### src/rtl/tmo_pkg.sv
package tmo_pkg;
  localparam int unsigned TMO_W_DEF = 8;
  localparam int unsigned MAP_W_DEF = 32;
  localparam int unsigned REG_W_DEF = 16;

  typedef enum logic {
    CNT_ARMED = 1'b0,
    CNT_SPENT = 1'b1
  } cnt_state_t;
endpackage

### src/rtl/tmo_cfg_reg.sv
module tmo_cfg_reg #(
  parameter int unsigned TMO_W     = 8,
  parameter int unsigned REG_W     = 16,
  parameter logic [TMO_W-1:0] RST_VAL = 1
) (
  input  logic             clk,
  input  logic             rst,
  input  logic             wr_en,
  input  logic [TMO_W-1:0] wr_field,
  output logic [TMO_W-1:0] limit,
  output logic [REG_W-1:0] rd_data
);
  localparam int unsigned PAD_W = REG_W - TMO_W;

  always_ff @(posedge clk) begin
    if (rst) begin
      limit <= RST_VAL;
    end else if (wr_en) begin
      limit <= wr_field;
    end
  end

  generate
    if (PAD_W > 0) begin : g_pad
      assign rd_data = {{PAD_W{1'b0}}, limit};
    end else begin : g_nopad
      assign rd_data = limit;
    end
  endgenerate
endmodule

### src/rtl/tmo_ms_counter.sv
module tmo_ms_counter
  import tmo_pkg::*;
#(
  parameter int unsigned TMO_W = 8
) (
  input  logic             clk,
  input  logic             rst,
  input  logic             restart,
  input  logic             tick,
  input  logic             active,
  input  logic [TMO_W-1:0] limit,
  output logic             expire
);
  logic [TMO_W-1:0] elapsed;
  logic [TMO_W-1:0] elapsed_inc;
  cnt_state_t       state;
  logic             step;
  logic             hit;

  assign elapsed_inc = elapsed + 1'b1;
  assign step   = tick & active & (state == CNT_ARMED) & (limit != '0) & ~restart;
  assign hit    = (elapsed_inc == limit);
  assign expire = step & hit;

  always_ff @(posedge clk) begin
    if (rst || restart) begin
      elapsed <= '0;
      state   <= CNT_ARMED;
    end else if (step) begin
      if (hit) begin
        elapsed <= '0;
        state   <= CNT_SPENT;
      end else begin
        elapsed <= elapsed_inc;
      end
    end
  end
endmodule

### src/rtl/tmo_irq_status.sv
module tmo_irq_status (
  input  logic clk,
  input  logic rst,
  input  logic set,
  input  logic clr,
  output logic status
);
  always_ff @(posedge clk) begin
    if (rst) begin
      status <= 1'b0;
    end else if (set) begin
      status <= 1'b1;
    end else if (clr) begin
      status <= 1'b0;
    end
  end
endmodule

### src/rtl/xfer_timeout_timer.sv
module xfer_timeout_timer
  import tmo_pkg::*;
#(
  parameter int unsigned TMO_W = TMO_W_DEF,
  parameter int unsigned MAP_W = MAP_W_DEF,
  parameter int unsigned REG_W = REG_W_DEF
) (
  input  logic             clk,
  input  logic             rst,
  input  logic             cfg_wr_en,
  input  logic [REG_W-1:0] cfg_wr_data,
  output logic [REG_W-1:0] cfg_rd_data,
  input  logic             ms_tick,
  input  logic [MAP_W-1:0] done_map,
  input  logic             active_present,
  input  logic             irq_clr,
  output logic             irq_status
);
  logic [TMO_W-1:0] limit;
  logic             any_done;
  logic             restart;
  logic             expire;

  assign any_done = |done_map;
  assign restart  = cfg_wr_en | any_done;

  tmo_cfg_reg #(
    .TMO_W   (TMO_W),
    .REG_W   (REG_W),
    .RST_VAL (TMO_W'(1))
  ) u_cfg (
    .clk      (clk),
    .rst      (rst),
    .wr_en    (cfg_wr_en),
    .wr_field (cfg_wr_data[TMO_W-1:0]),
    .limit    (limit),
    .rd_data  (cfg_rd_data)
  );

  tmo_ms_counter #(
    .TMO_W (TMO_W)
  ) u_cnt (
    .clk     (clk),
    .rst     (rst),
    .restart (restart),
    .tick    (ms_tick),
    .active  (active_present),
    .limit   (limit),
    .expire  (expire)
  );

  tmo_irq_status u_irq (
    .clk    (clk),
    .rst    (rst),
    .set    (expire),
    .clr    (irq_clr),
    .status (irq_status)
  );
endmodule

### config.mk
export PLATFORM = sky130hd
export DESIGN_NAME = xfer_timeout_timer
export DESIGN_NICKNAME = d
export VERILOG_FILES = /design/src/rtl/tmo_pkg.sv /design/src/rtl/tmo_cfg_reg.sv /design/src/rtl/tmo_ms_counter.sv /design/src/rtl/tmo_irq_status.sv /design/src/rtl/xfer_timeout_timer.sv
export SDC_FILE = /design/constraint.sdc
export NUM_CORES = 1
export LEC_CHECK = 0
export ABC_AREA = 1
export BUFFER_PORTS_ARGS = -buffer_cell sky130_fd_sc_hd__clkbuf_2
export CELL_PAD_IN_SITES_DETAIL_PLACEMENT = 0
export CELL_PAD_IN_SITES_GLOBAL_PLACEMENT = 1
export CORE_UTILIZATION = 29
export DETAILED_ROUTE_END_ITERATION = 7
export PLACE_DENSITY = 0.82
export SYNTH_ARGS = -nofsm -noshare
export SYNTH_HDL_FRONTEND = slang
export SYNTH_SLANG_ARGS = --single-unit
### constraint.sdc
create_clock -name clk -period 5.05 [get_ports clk]
set_clock_uncertainty 0.2 [all_clocks]
set_input_delay 0.505 -clock clk [delete_from_list [all_inputs] [get_ports clk]]
set_output_delay 0.505 -clock clk [all_outputs]
set_load 0.01 [all_outputs]
==> results of run 1 <==
## sequential cells by signal, summed over array words and instances (netlist names)
name           cells
u_cnt.elapsed      8
u_irq.status       1
u_cnt.state        1
u_cfg.limit        8
## worst register-to-register path: stages, from the launching register on
cell and delay [ns]:
dfxtp_1 0.38, inv_1 0.09, nand3_1 0.09, nor2_1 0.05, nor2_2 0.24, nand3_1 0.37, nor2_1 0.22, nand3_2 0.14
nand2_4 0.14, nor2_1 0.05
## kinds of logic (layout without fill, tap and decap cells)
kind of cell	after synthesis	count (layout)	synth area share (%)
buffers and inverters	30	78	12.2
adder cells (fa/ha/maj)	1	1	1.07
XOR/XNOR	4	4	3.01
AND/OR/NAND/NOR	115	115	43.4
flip-flops	18	18	30.9
other	1	8	0.322
AO/OA/AOI/OAI	20	20	9.02
## Yosys cell counts
library cell and number:
nor2_1 43, nand2_1 40, inv_1 19, dfxtp_1 18, nand3_1 16, o21ai_0 10
buf_4 8, a21oi_1 6, nor2_2 4, o22ai_1 4, clkbuf_1 2, nand2_2 2
nand3_2 2, nand3b_1 2, nand4_1 2, xnor2_1 2, xor2_1 2, and2_0 1
conb_1 1, ha_1 1, inv_2 1, nand2_4 1, nor3_1 1, or2_0 1
## power breakdown
part | switching, mW | internal [mW]
combinational | 0.0250 | 0.0251
clock | 0.0515 | 0.0694
sequential | 0.00517 | 0.146
## area by class of cell
type	count	area, µm²
Tap cell	48	60.1
Inverter	20	75.1
Fill cell	429	2230
Multi-Input combinational cell	148	688
Sequential cell	18	360
Clock buffer	4	55.1
Timing Repair Buffer	54	270
## worst paths after layout
| check | end | slack, ns | cells past startpoint |
|---|---|---|---|
| max | u_cnt.elapsed[6] | 2.97 | 9 |
| min | u_irq.status | 0.20 | 2 |
| max reg2reg | u_cnt.elapsed[6] | 2.97 | 9 |
| min reg2reg | u_cnt.state | 0.26 | 2 |
## routing by layer
metal / part of all wire, % / vias up / wire (µm)
met5: 0 / - / 0
met2: 44 / 42 / 1190
met4: 0.66 / 0 / 18
met3: 5.8 / 2 / 157
li1: - / 693 / -
met1: 49 / 506 / 1340
==> metrics, run 1 <==
DR vias=approximately 1200; GRT busiest layer=met2; Largest stage delay, worst path=around 0.38 ns; Overall Global Routing Usage=between 10% and 20%; commonest non-fill, non-tap cell in the layout=clkbuf_2; Synth Cell Area=1160 µm²; Synth Register Bits=18; TritonRoute pass-1 iters=4; Die Wd=about 65 µm; Leak=~0.77 nW; core area=roughly 3700 µm²; row count=22; Longest Clk Path Bufs=2; Worst Path Buf+Inv=1; CP startpoint=u_cfg.limit[3]; Synthesis Warnings=0; post-route insts no fill=between 200 and 300; unrepaired setup endpoints after global routing=no; final wirelength=roughly 2.7 mm; Port Buffers=between 50 and 60; Fin. Hold Viols=0; Placed Area=roughly 1500 µm²; setup TNS=0 ns; maximum fanout along the worst path=11; design area=between 1500 and 2000 µm²; slowest CP cell=dfxtp_1; CTS tree=built; cells after synthesis=189; setup bufs post-CTS=0; Syn Area/Cell=6.16 µm²; pre-CTS setup slack=around 2.7 ns; Critical Path End Type=flip-flop; fmax=about 480 MHz; cts bufs inserted=3; met2 GRT Util=between 20% and 30%; Final Util=40.3%; largest net degree at the start of global routing=13; die extent in y=about 65 µm; wire per inst=9.27 µm; Setup WS post-layout=between 2 and 3 ns; Pwr Density=approximately 210 nW/µm²; first-pass GRT wire length=5.02 mm; Placed Cells=approximately 290; RR Startpoint=u_cfg.limit[3]; most used cell, CP=nor2_1; fin. max-slew vios=0; post-synth top area share=30.9%; hold_ws=approximately 0.20 ns; most frequent cells in the layout=54 x clkbuf_2, 43 x nor2_1, 40 x nand2_1, 19 x inv_1, 18 x dfxtp_1; grt met1 use=18.6%; crit path kind=reg -> reg; Overflow after GRT=0; clk root buf=clkbuf_8; final worst path period share=between 40% and 50%; dpl hpwl=~2.3 mm; number of max-cap violations=0; Ant. Diodes=0; Sink Count=18; Startpoint Class=flip-flop; Routed Antenna Nets=0; H-tree Lvls=1; worst min path class=in -> reg; share of layout cells above drive strength 1=between 20% and 30%; vias in the first global route=~1200; critical path arrival=2.03 ns; Initial Utilization=roughly 31%; final net count=300; Worst IR Drop VDD=183 µV; GPL Wtd Cong=0.836; register area share after synthesis=between 30 and 40%; Worst-Skew Late Latency=0.26 ns; Unique masters post-synth=24; # IOs=71; Vias/cell=about 4.3; Starting DRT DRC Count=43; min cycle time layout=around 2.1 ns; total power=approximately 0.32 mW; global-route met3 utilization=between 3 and 4%; worst path cell trace=inv_1 > nand3_1 > nor2_1 > nor2_2 > nand3_1 > nor2_1 > nand3_2 > nand2_4 > nor2_1; outcome=finished clean; endpoints failing setup=0; PostCTS Resize Cnt=0; synth top area cells=dfxtp_1 31%, nor2_1 14%, nand2_1 13%; area delta synth->final=29.5%; cts hold-fix bufs=0; clock slew at reported path FFs=0.07 ns; die area=between 4000 and 5000 µm²; cell family with most CP delay=simple AND/OR/NAND/NOR gates; CP required=approximately 5.0 ns; HP Start=rst; initial antenna violation count=0; cell taking the most area after synthesis=dfxtp_1; DR DRC count=0
(Power assumes the default switching activity.)
==> run 2: changes to the inputs <==
- CORE_UTILIZATION: 29 -> 27
- PLACE_DENSITY: 0.82 -> 0.77
- clock period: 5.05 -> 2 ns (I/O delays scaled with it)
==> metrics, run 2 (synthesized netlist as in run 1, its figures left out) <==
Min-Delay Path Depth=3 (was 2); clock slew at reported path FFs=0.07 ns (about the same); GPL Wtd Cong=0.787 (was 0.836); Worst-Skew Late Latency=0.26 ns (about the same); final worst path period share=90.8% (was 41.3%); final wirelength=2.92 mm (was 2.71 mm); CP required=1.95 ns (was 5.00 ns); number of max-cap violations=0 (unchanged); min cycle time layout=1.82 ns (was 2.08 ns); Overflow after GRT=0 (unchanged); core area=4060 µm² (was 3740 µm²); Reg area=362 µm² (was 360 µm²); Longest Clk Path Bufs=2 (unchanged); wire per inst=9.63 µm (was 9.27 µm); largest net degree at the start of global routing=13 (unchanged); Placed Cells=293 (was 288); fmax=551 MHz (was 480 MHz); Starting DRT DRC Count=20 (was 43); cts bufs inserted=3 (unchanged); # IOs=71 (unchanged); unrepaired setup endpoints after global routing=no (unchanged); crit path kind=reg -> reg (unchanged); fin. max-slew vios=0 (unchanged); H-tree Lvls=1 (unchanged); Port Buffers=54 (unchanged); TritonRoute pass-1 iters=4 (unchanged); design area=1610 µm² (was 1510 µm²); Critical Path End Type=flip-flop (unchanged); Worst IR Drop VDD=358 µV (was 183 µV); commonest non-fill, non-tap cell in the layout=clkbuf_2 (unchanged); cell family with most CP delay=simple AND/OR/NAND/NOR gates (unchanged); Setup WS post-layout=0.185 ns (was 2.97 ns); Pint=0.617 mW (was 0.241 mW); RR Startpoint=u_cnt.elapsed[0] (was u_cfg.limit[3]); fill count=434 (was 429); most used cell, CP=nand2_1 (was nor2_1); slowest CP cell=dfxtp_1 (unchanged); combinational power share=16.9% (was 15.5%); Die Wd=67.7 µm (was 65.4 µm); critical path arrival=1.77 ns (was 2.03 ns); Flop pwr share=46.6% (was 47.0%); Fin. Hold Viols=0 (unchanged); maximum fanout along the worst path=8 (was 11); most frequent cells in the layout=54 x clkbuf_2, 43 x nor2_1, 40 x nand2_1, 19 x inv_1, 17 x dfxtp_1 (was 54 x clkbuf_2, 43 x nor2_1, 40 x nand2_1, 19 x inv_1, 18 x dfxtp_1); outcome=finished clean (unchanged); post-route insts no fill=303 (was 292); switching share of total power=24.6% (was 25.3%); area delta synth->final=38.0% (was 29.5%); worst min path class=in -> reg (unchanged); HP Start=cfg_wr_data[7] (was rst); Startpoint Class=flip-flop (unchanged); die extent in y=67.7 µm (was 65.4 µm); dpl hpwl=2.38 mm (was 2.26 mm); CTS tree=built (unchanged); Routed Antenna Nets=0 (unchanged); clk root buf=clkbuf_8 (unchanged); Hold Path End=u_cfg.limit[7] (was u_irq.status); first-pass GRT wire length=4.97 mm (was 5.02 mm); Placed Area=1480 µm² (was 1450 µm²); Largest stage delay, worst path=0.38 ns (about the same); Worst R2R Setup Slack=0.18 ns (was 2.97 ns); Clk pwr share=36.4% (was 37.5%); multi-input logic area=701 µm² (was 688 µm²); endpoints failing setup=0 (unchanged); Overall Global Routing Usage=14.4% (was 15.0%); Leak=0.807 nW (was 0.770 nW); Initial Utilization=28.7% (was 31.1%); initial antenna violation count=0 (unchanged); pre-CTS setup slack=0.0997 ns (was 2.73 ns); setup TNS=0 ns (unchanged); total power=0.818 mW (was 0.323 mW); biggest regs=u_cfg.limit x8, u_cnt.elapsed x8 (unchanged); Ant. Diodes=0 (unchanged); Worst Path Buf+Inv=1 (unchanged); setup bufs post-CTS=0 (unchanged); final net count=309 (was 300); Sink Count=18 (unchanged); DR vias=1302 (was 1243); net switching power figure=0.201 mW (was 0.0816 mW); Pwr Density=509 nW/µm² (was 214 nW/µm²); die area=4580 µm² (was 4270 µm²); DR DRC count=0 (unchanged); Vias/cell=4.30 (was 4.26); end of the worst register-to-register path=u_cnt.elapsed[7] (was u_cnt.elapsed[6]); row count=23 (was 22); vias in the first global route=1230 (was 1186); cell count of the worst reg-to-reg path=12 (was 9); worst path cell trace=ha_4 > inv_1 > nand2_1 > nand2_1 > nand2_1 > nand2_1 > nor2_1 > nand3_1 > nor2_1 > nand3_2 > nand2_4 > nor2_1 (was inv_1 > nand3_1 > nor2_1 > nor2_2 > nand3_1 > nor2_1 > nand3_2 > nand2_4 > nor2_1); share of layout cells above drive strength 1=28.9% (was 27.9%)
run 2: cell count changes in the layout (fill, tap and decap cells not counted), sizes merged:
cell         change
dlygate4sd3      +6
buf              +3
run 2: area by class of cell:
type / count / area share (%)
sequential: 18 / 22.5
clock buffer: 4 / 3.42
timing repair buffer: 63 / 21.9
tap: 50 / 3.89
multi-input combinational: 148 / 43.6
inverter: 20 / 4.67
run 2: routing by layer:
metal  vias up  global-route usage (%)  wire (µm)
met1       550                    16.7       1250
met2        38                    26.4       1470
met5         -                       0          0
met3         2                    4.05        186
met4         0                    2.13         12
li1        712                       -          -
run 2: power by group through the flow:
stage	clock network (mW)	logic, mW	registers, mW
floorplan	0	0.0715	0.393
global placement	0	0.128	0.391
detailed placement	0	0.130	0.390
CTS	0.308	0.140	0.382
global route	0.319	0.160	0.384
finish	0.298	0.139	0.382
run 2: how the worst max path moves through the flow:
stage	startpoint	end	slack (ns)	cells past startpoint
after floorplan	u_cnt.elapsed[0]	u_cnt.elapsed[4]	0.27	10
after global placement	u_cnt.elapsed[1]	u_cnt.elapsed[7]	0.09	10
after detailed placement	u_cnt.elapsed[1]	u_cnt.elapsed[7]	0.1	10
after CTS	u_cnt.elapsed[1]	u_cnt.elapsed[7]	0.08	10
after global routing	u_cnt.elapsed[0]	u_cnt.elapsed[6]	0.004	12
final	u_cnt.elapsed[0]	u_cnt.elapsed[7]	0.18	12
run 2: repair_timing:
| action | CTS | global route |
|---|---|---|
| gates resized for setup | 0 | 3 |
| hold buffers | 6 | 0 |
| setup endpoints to repair | 0 | 9 |
| endpoints found under the hold margin | 5 | 0 |
run 2: metrics by stage:
step	util (%)	hold WS, ns
floorplan	-	0.0691
global placement	36.4	0.174
detailed placement	36.4	0.191
CTS	39.3	0.0204
global route	39.6	0.0411
finish	39.6	0.0271
run 2: worst reg2reg max path, cell delays in order (launching register included):
cell     delay (ns)
dfxtp_1        0.38
ha_4           0.18
inv_1          0.04
nand2_1        0.08
nand2_1        0.07
nand2_1        0.06
nand2_1        0.05
nor2_1         0.09
nand3_1        0.08
nor2_1         0.13
nand3_2        0.14
nand2_4        0.15
nor2_1         0.05
==> run 3: changes to the inputs <==
- ABC_AREA: 1 -> 0
- CORE_UTILIZATION: 27 -> 29
- PLACE_DENSITY: 0.77 -> 0.78
==> metrics, run 3 <==
crit path kind=reg -> reg (unchanged); met2 WL=1.46 mm (was 1.47 mm); Sink Count=18 (unchanged); fmax=480 MHz (was 551 MHz); multi-input logic area=738 µm² (was 701 µm²); commonest non-fill, non-tap cell in the layout=clkbuf_2 (unchanged); Pwr Density=476 nW/µm² (was 509 nW/µm²); Syn Area/Cell=8.21 µm² (was 6.16 µm²); die area=4220 µm² (was 4580 µm²); cells after synthesis=140 (was 189); switching share of total power=26.2% (was 24.6%); endpoints failing setup=8 (was 0); Leak=0.740 nW (was 0.807 nW); CP required=2.00 ns (was 1.95 ns); Longest Clk Path Bufs=2 (unchanged); Flop pwr share=46.6% (about the same); Vias/cell=4.64 (was 4.30); Unique masters post-synth=36 (was 24); Overflow after GRT=0 (unchanged); CTS tree=built (unchanged); dpl hpwl=2.30 mm (was 2.38 mm); post-synth top area share=31.3% (was 30.9%); Synthesis Warnings=0 (unchanged); combinational power share=21.1% (was 16.9%); row count=22 (was 23); Placed Area=1570 µm² (was 1480 µm²); worst path cell trace=ha_4 > nand3_4 > or3_4 > a2111oi_4 > nand4_2 > buf_6 > nand2b_4 > a21oi_2 (was ha_4 > inv_1 > nand2_1 > nand2_1 > nand2_1 > nand2_1 > nor2_1 > nand3_1 > nor2_1 > nand3_2 > nand2_4 > nor2_1); final net count=272 (was 309); Primary FF master, synth=dfxtp_1 (unchanged); core area=3740 µm² (was 4060 µm²); Starting DRT DRC Count=26 (was 20); Post-synth EDFFs=0 (unchanged); cell taking the most area after synthesis=dfxtp_1 (unchanged); die extent in y=65.0 µm (was 67.7 µm); Routed Antenna Nets=0 (unchanged); TritonRoute pass-1 iters=4 (unchanged); Synth Cell Area=1150 µm² (was 1160 µm²); DR DRC count=0 (unchanged); fin. max-slew vios=0 (unchanged); most frequent cell after synthesis=dfxtp_1 (was nor2_1); DR vias=1224 (was 1302); Clk pwr share=32.3% (was 36.4%); area delta synth->final=48.9% (was 38.0%); Synth Register Bits=18 (unchanged); worst min path class=in -> reg (unchanged); register area share after synthesis=31.3% (was 30.9%); unrepaired setup endpoints after global routing=yes (was no); most frequent cells in the layout=54 x clkbuf_2, 17 x nand2_1, 16 x buf_4, 16 x dfxtp_1, 12 x nor2_1 (was 54 x clkbuf_2, 43 x nor2_1, 40 x nand2_1, 19 x inv_1, 17 x dfxtp_1); biggest regs=u_cfg.limit x8, u_cnt.elapsed x8 (unchanged); commonest cells in the netlist=18 x dfxtp_1, 17 x nand2_1, 12 x nor2_1 (was 43 x nor2_1, 40 x nand2_1, 19 x inv_1); net switching power figure=0.214 mW (was 0.201 mW); wire length on met3=189 µm (was 186 µm); Top Metal Used=met4 (unchanged); design area=1710 µm² (was 1610 µm²); Initial Utilization=30.7% (was 28.7%); cts bufs inserted=3 (unchanged); min cycle time layout=2.09 ns (was 1.82 ns); setup bufs post-CTS=0 (unchanged); Final Util=45.7% (was 39.6%); Setup WS post-layout=-0.0850 ns (was 0.185 ns); Worst IR Drop VDD=190 µV (was 358 µV); share of flip-flops with an asynchronous set or reset=0% (unchanged); failing checks=setup timing; Overall Global Routing Usage=15.6% (was 14.4%); final worst path period share=104% (was 90.8%); GPL Wtd Cong=0.745 (was 0.787); first-pass GRT wire length=4.91 mm (was 4.97 mm); Ant. Diodes=0 (unchanged); total power=0.815 mW (was 0.818 mW); initial antenna violation count=0 (unchanged); fill count=391 (was 434); Startpoint Class=flip-flop (unchanged); hold_ws=0.0660 ns (was 0.0271 ns); DRT met1 WL=1.27 mm (was 1.25 mm); Fin. Hold Viols=0 (unchanged); clock slew at reported path FFs=0.07 ns (about the same); critical path arrival=2.08 ns (was 1.77 ns); largest net degree at the start of global routing=17 (was 13); # IOs=71 (unchanged); Worst-Skew Late Latency=0.25 ns (was 0.26 ns); vias in the first global route=1138 (was 1230); setup TNS=-0.341 ns (was 0 ns); Die Wd=65.0 µm (was 67.7 µm); Pint=0.602 mW (was 0.617 mW); maximum fanout along the worst path=8 (unchanged); Largest stage delay, worst path=0.40 ns (was 0.38 ns); Critical Path End Type=flip-flop (unchanged); outcome=finished, violations left (was finished clean); Reg area=365 µm² (was 362 µm²); Port Buffers=54 (unchanged); H-tree Lvls=1 (unchanged); share of layout cells above drive strength 1=41.2% (was 28.9%); synth top area cells=dfxtp_1 31%, mux2i_1 6.1%, xnor2_1 6.1% (was dfxtp_1 31%, nor2_1 14%, nand2_1 13%); slowest CP cell=or3_4 (was dfxtp_1); number of max-cap violations=0 (unchanged); clk root buf=clkbuf_8 (unchanged); final wirelength=2.97 mm (was 2.92 mm); wire per inst=11.2 µm (was 9.63 µm)
-- run 3: cell count changes in the layout (fill, tap and decap cells not counted), moves of 11 or more --
| cell | change |
|---|---|
| buf_4 | +13 |
| nand2_1 | -23 |
| nand3_1 | -11 |
| nor2_1 | -31 |
| inv_1 | -16 |
| nor4_1 | +11 |
-- run 3: path summary, 6_finish.rpt --
check                                 startpoint        endpoint  slack (ns)  depth (start not counted)
worst min register to register      u_irq.status    u_irq.status        0.26                          2
worst max register to register  u_cnt.elapsed[1]     u_cnt.state       -0.09                          8
worst max-delay path            u_cnt.elapsed[1]     u_cnt.state       -0.09                          8
worst min-delay path                         rst  u_cfg.limit[2]        0.07                          2
-- run 3: what timing repair did --
| action | 4_1_cts | 5_1_grt |
|---|---|---|
| hold buffers | 9 | 0 |
| pin swaps | 1 | 2 |
| setup endpoints to repair | 10 | 10 |
| hold endpoints to repair | 9 | 0 |
| gates resized for setup | 1 | 1 |
-- run 3: power by group through the flow --
stage	sequential, mW	combinational (mW)	clock (mW)
after CTS	0.380	0.172	0.272
after detailed placement	0.389	0.156	0
after global placement	0.389	0.154	0
final	0.380	0.172	0.264
after global routing	0.381	0.187	0.300
after floorplan	0.389	0.0928	0
-- run 3: worst max-delay path: cells and delay by family, from the launching register on --
family                     cells  cell delay [ns]
AOI/OAI and AO/OA              2             0.41
and+or+nand+nor                4             0.75
buffers and inverters          1             0.17
DFF                            1             0.35
adders and majority gates      1             0.15
-- run 3: logic make-up after synthesis --
kind of cell / after synthesis / share of synthesized area, %
buffers and inverters: 18 / 9.68
flip-flops: 18 / 31.3
XOR/XNOR: 11 / 8.38
AND/OR/NAND/NOR: 66 / 31.2
AO/OA/AOI/OAI: 18 / 11.9
other: 1 / 0.326
adder cells (fa/ha/maj): 1 / 1.09
multiplexers: 7 / 6.09
-- run 3: final cells by class --
class,instances,share of cell area [%]
repair buffers,80,28.7
inverters,3,0.658
flip-flops and latches,18,21.3
multi-input cells,111,43.1
clock buffers,4,2.63
well taps,48,3.51
-- run 3: per-layer routing --
metal	up-vias	GRT usage, %
met2	50	27.2
met5	-	0
met3	5	3.52
met4	0	6.67
met1	538	18.1
li1	631	-
-- run 3: through the flow --
stage / cells / setup slack, ns
after floorplan: 147 / -0.0997
after global placement: 251 / -0.0657
after detailed placement: 251 / -0.0921
after CTS: 264 / -0.0907
after global routing: 264 / -0.192
final: 264 / -0.0850
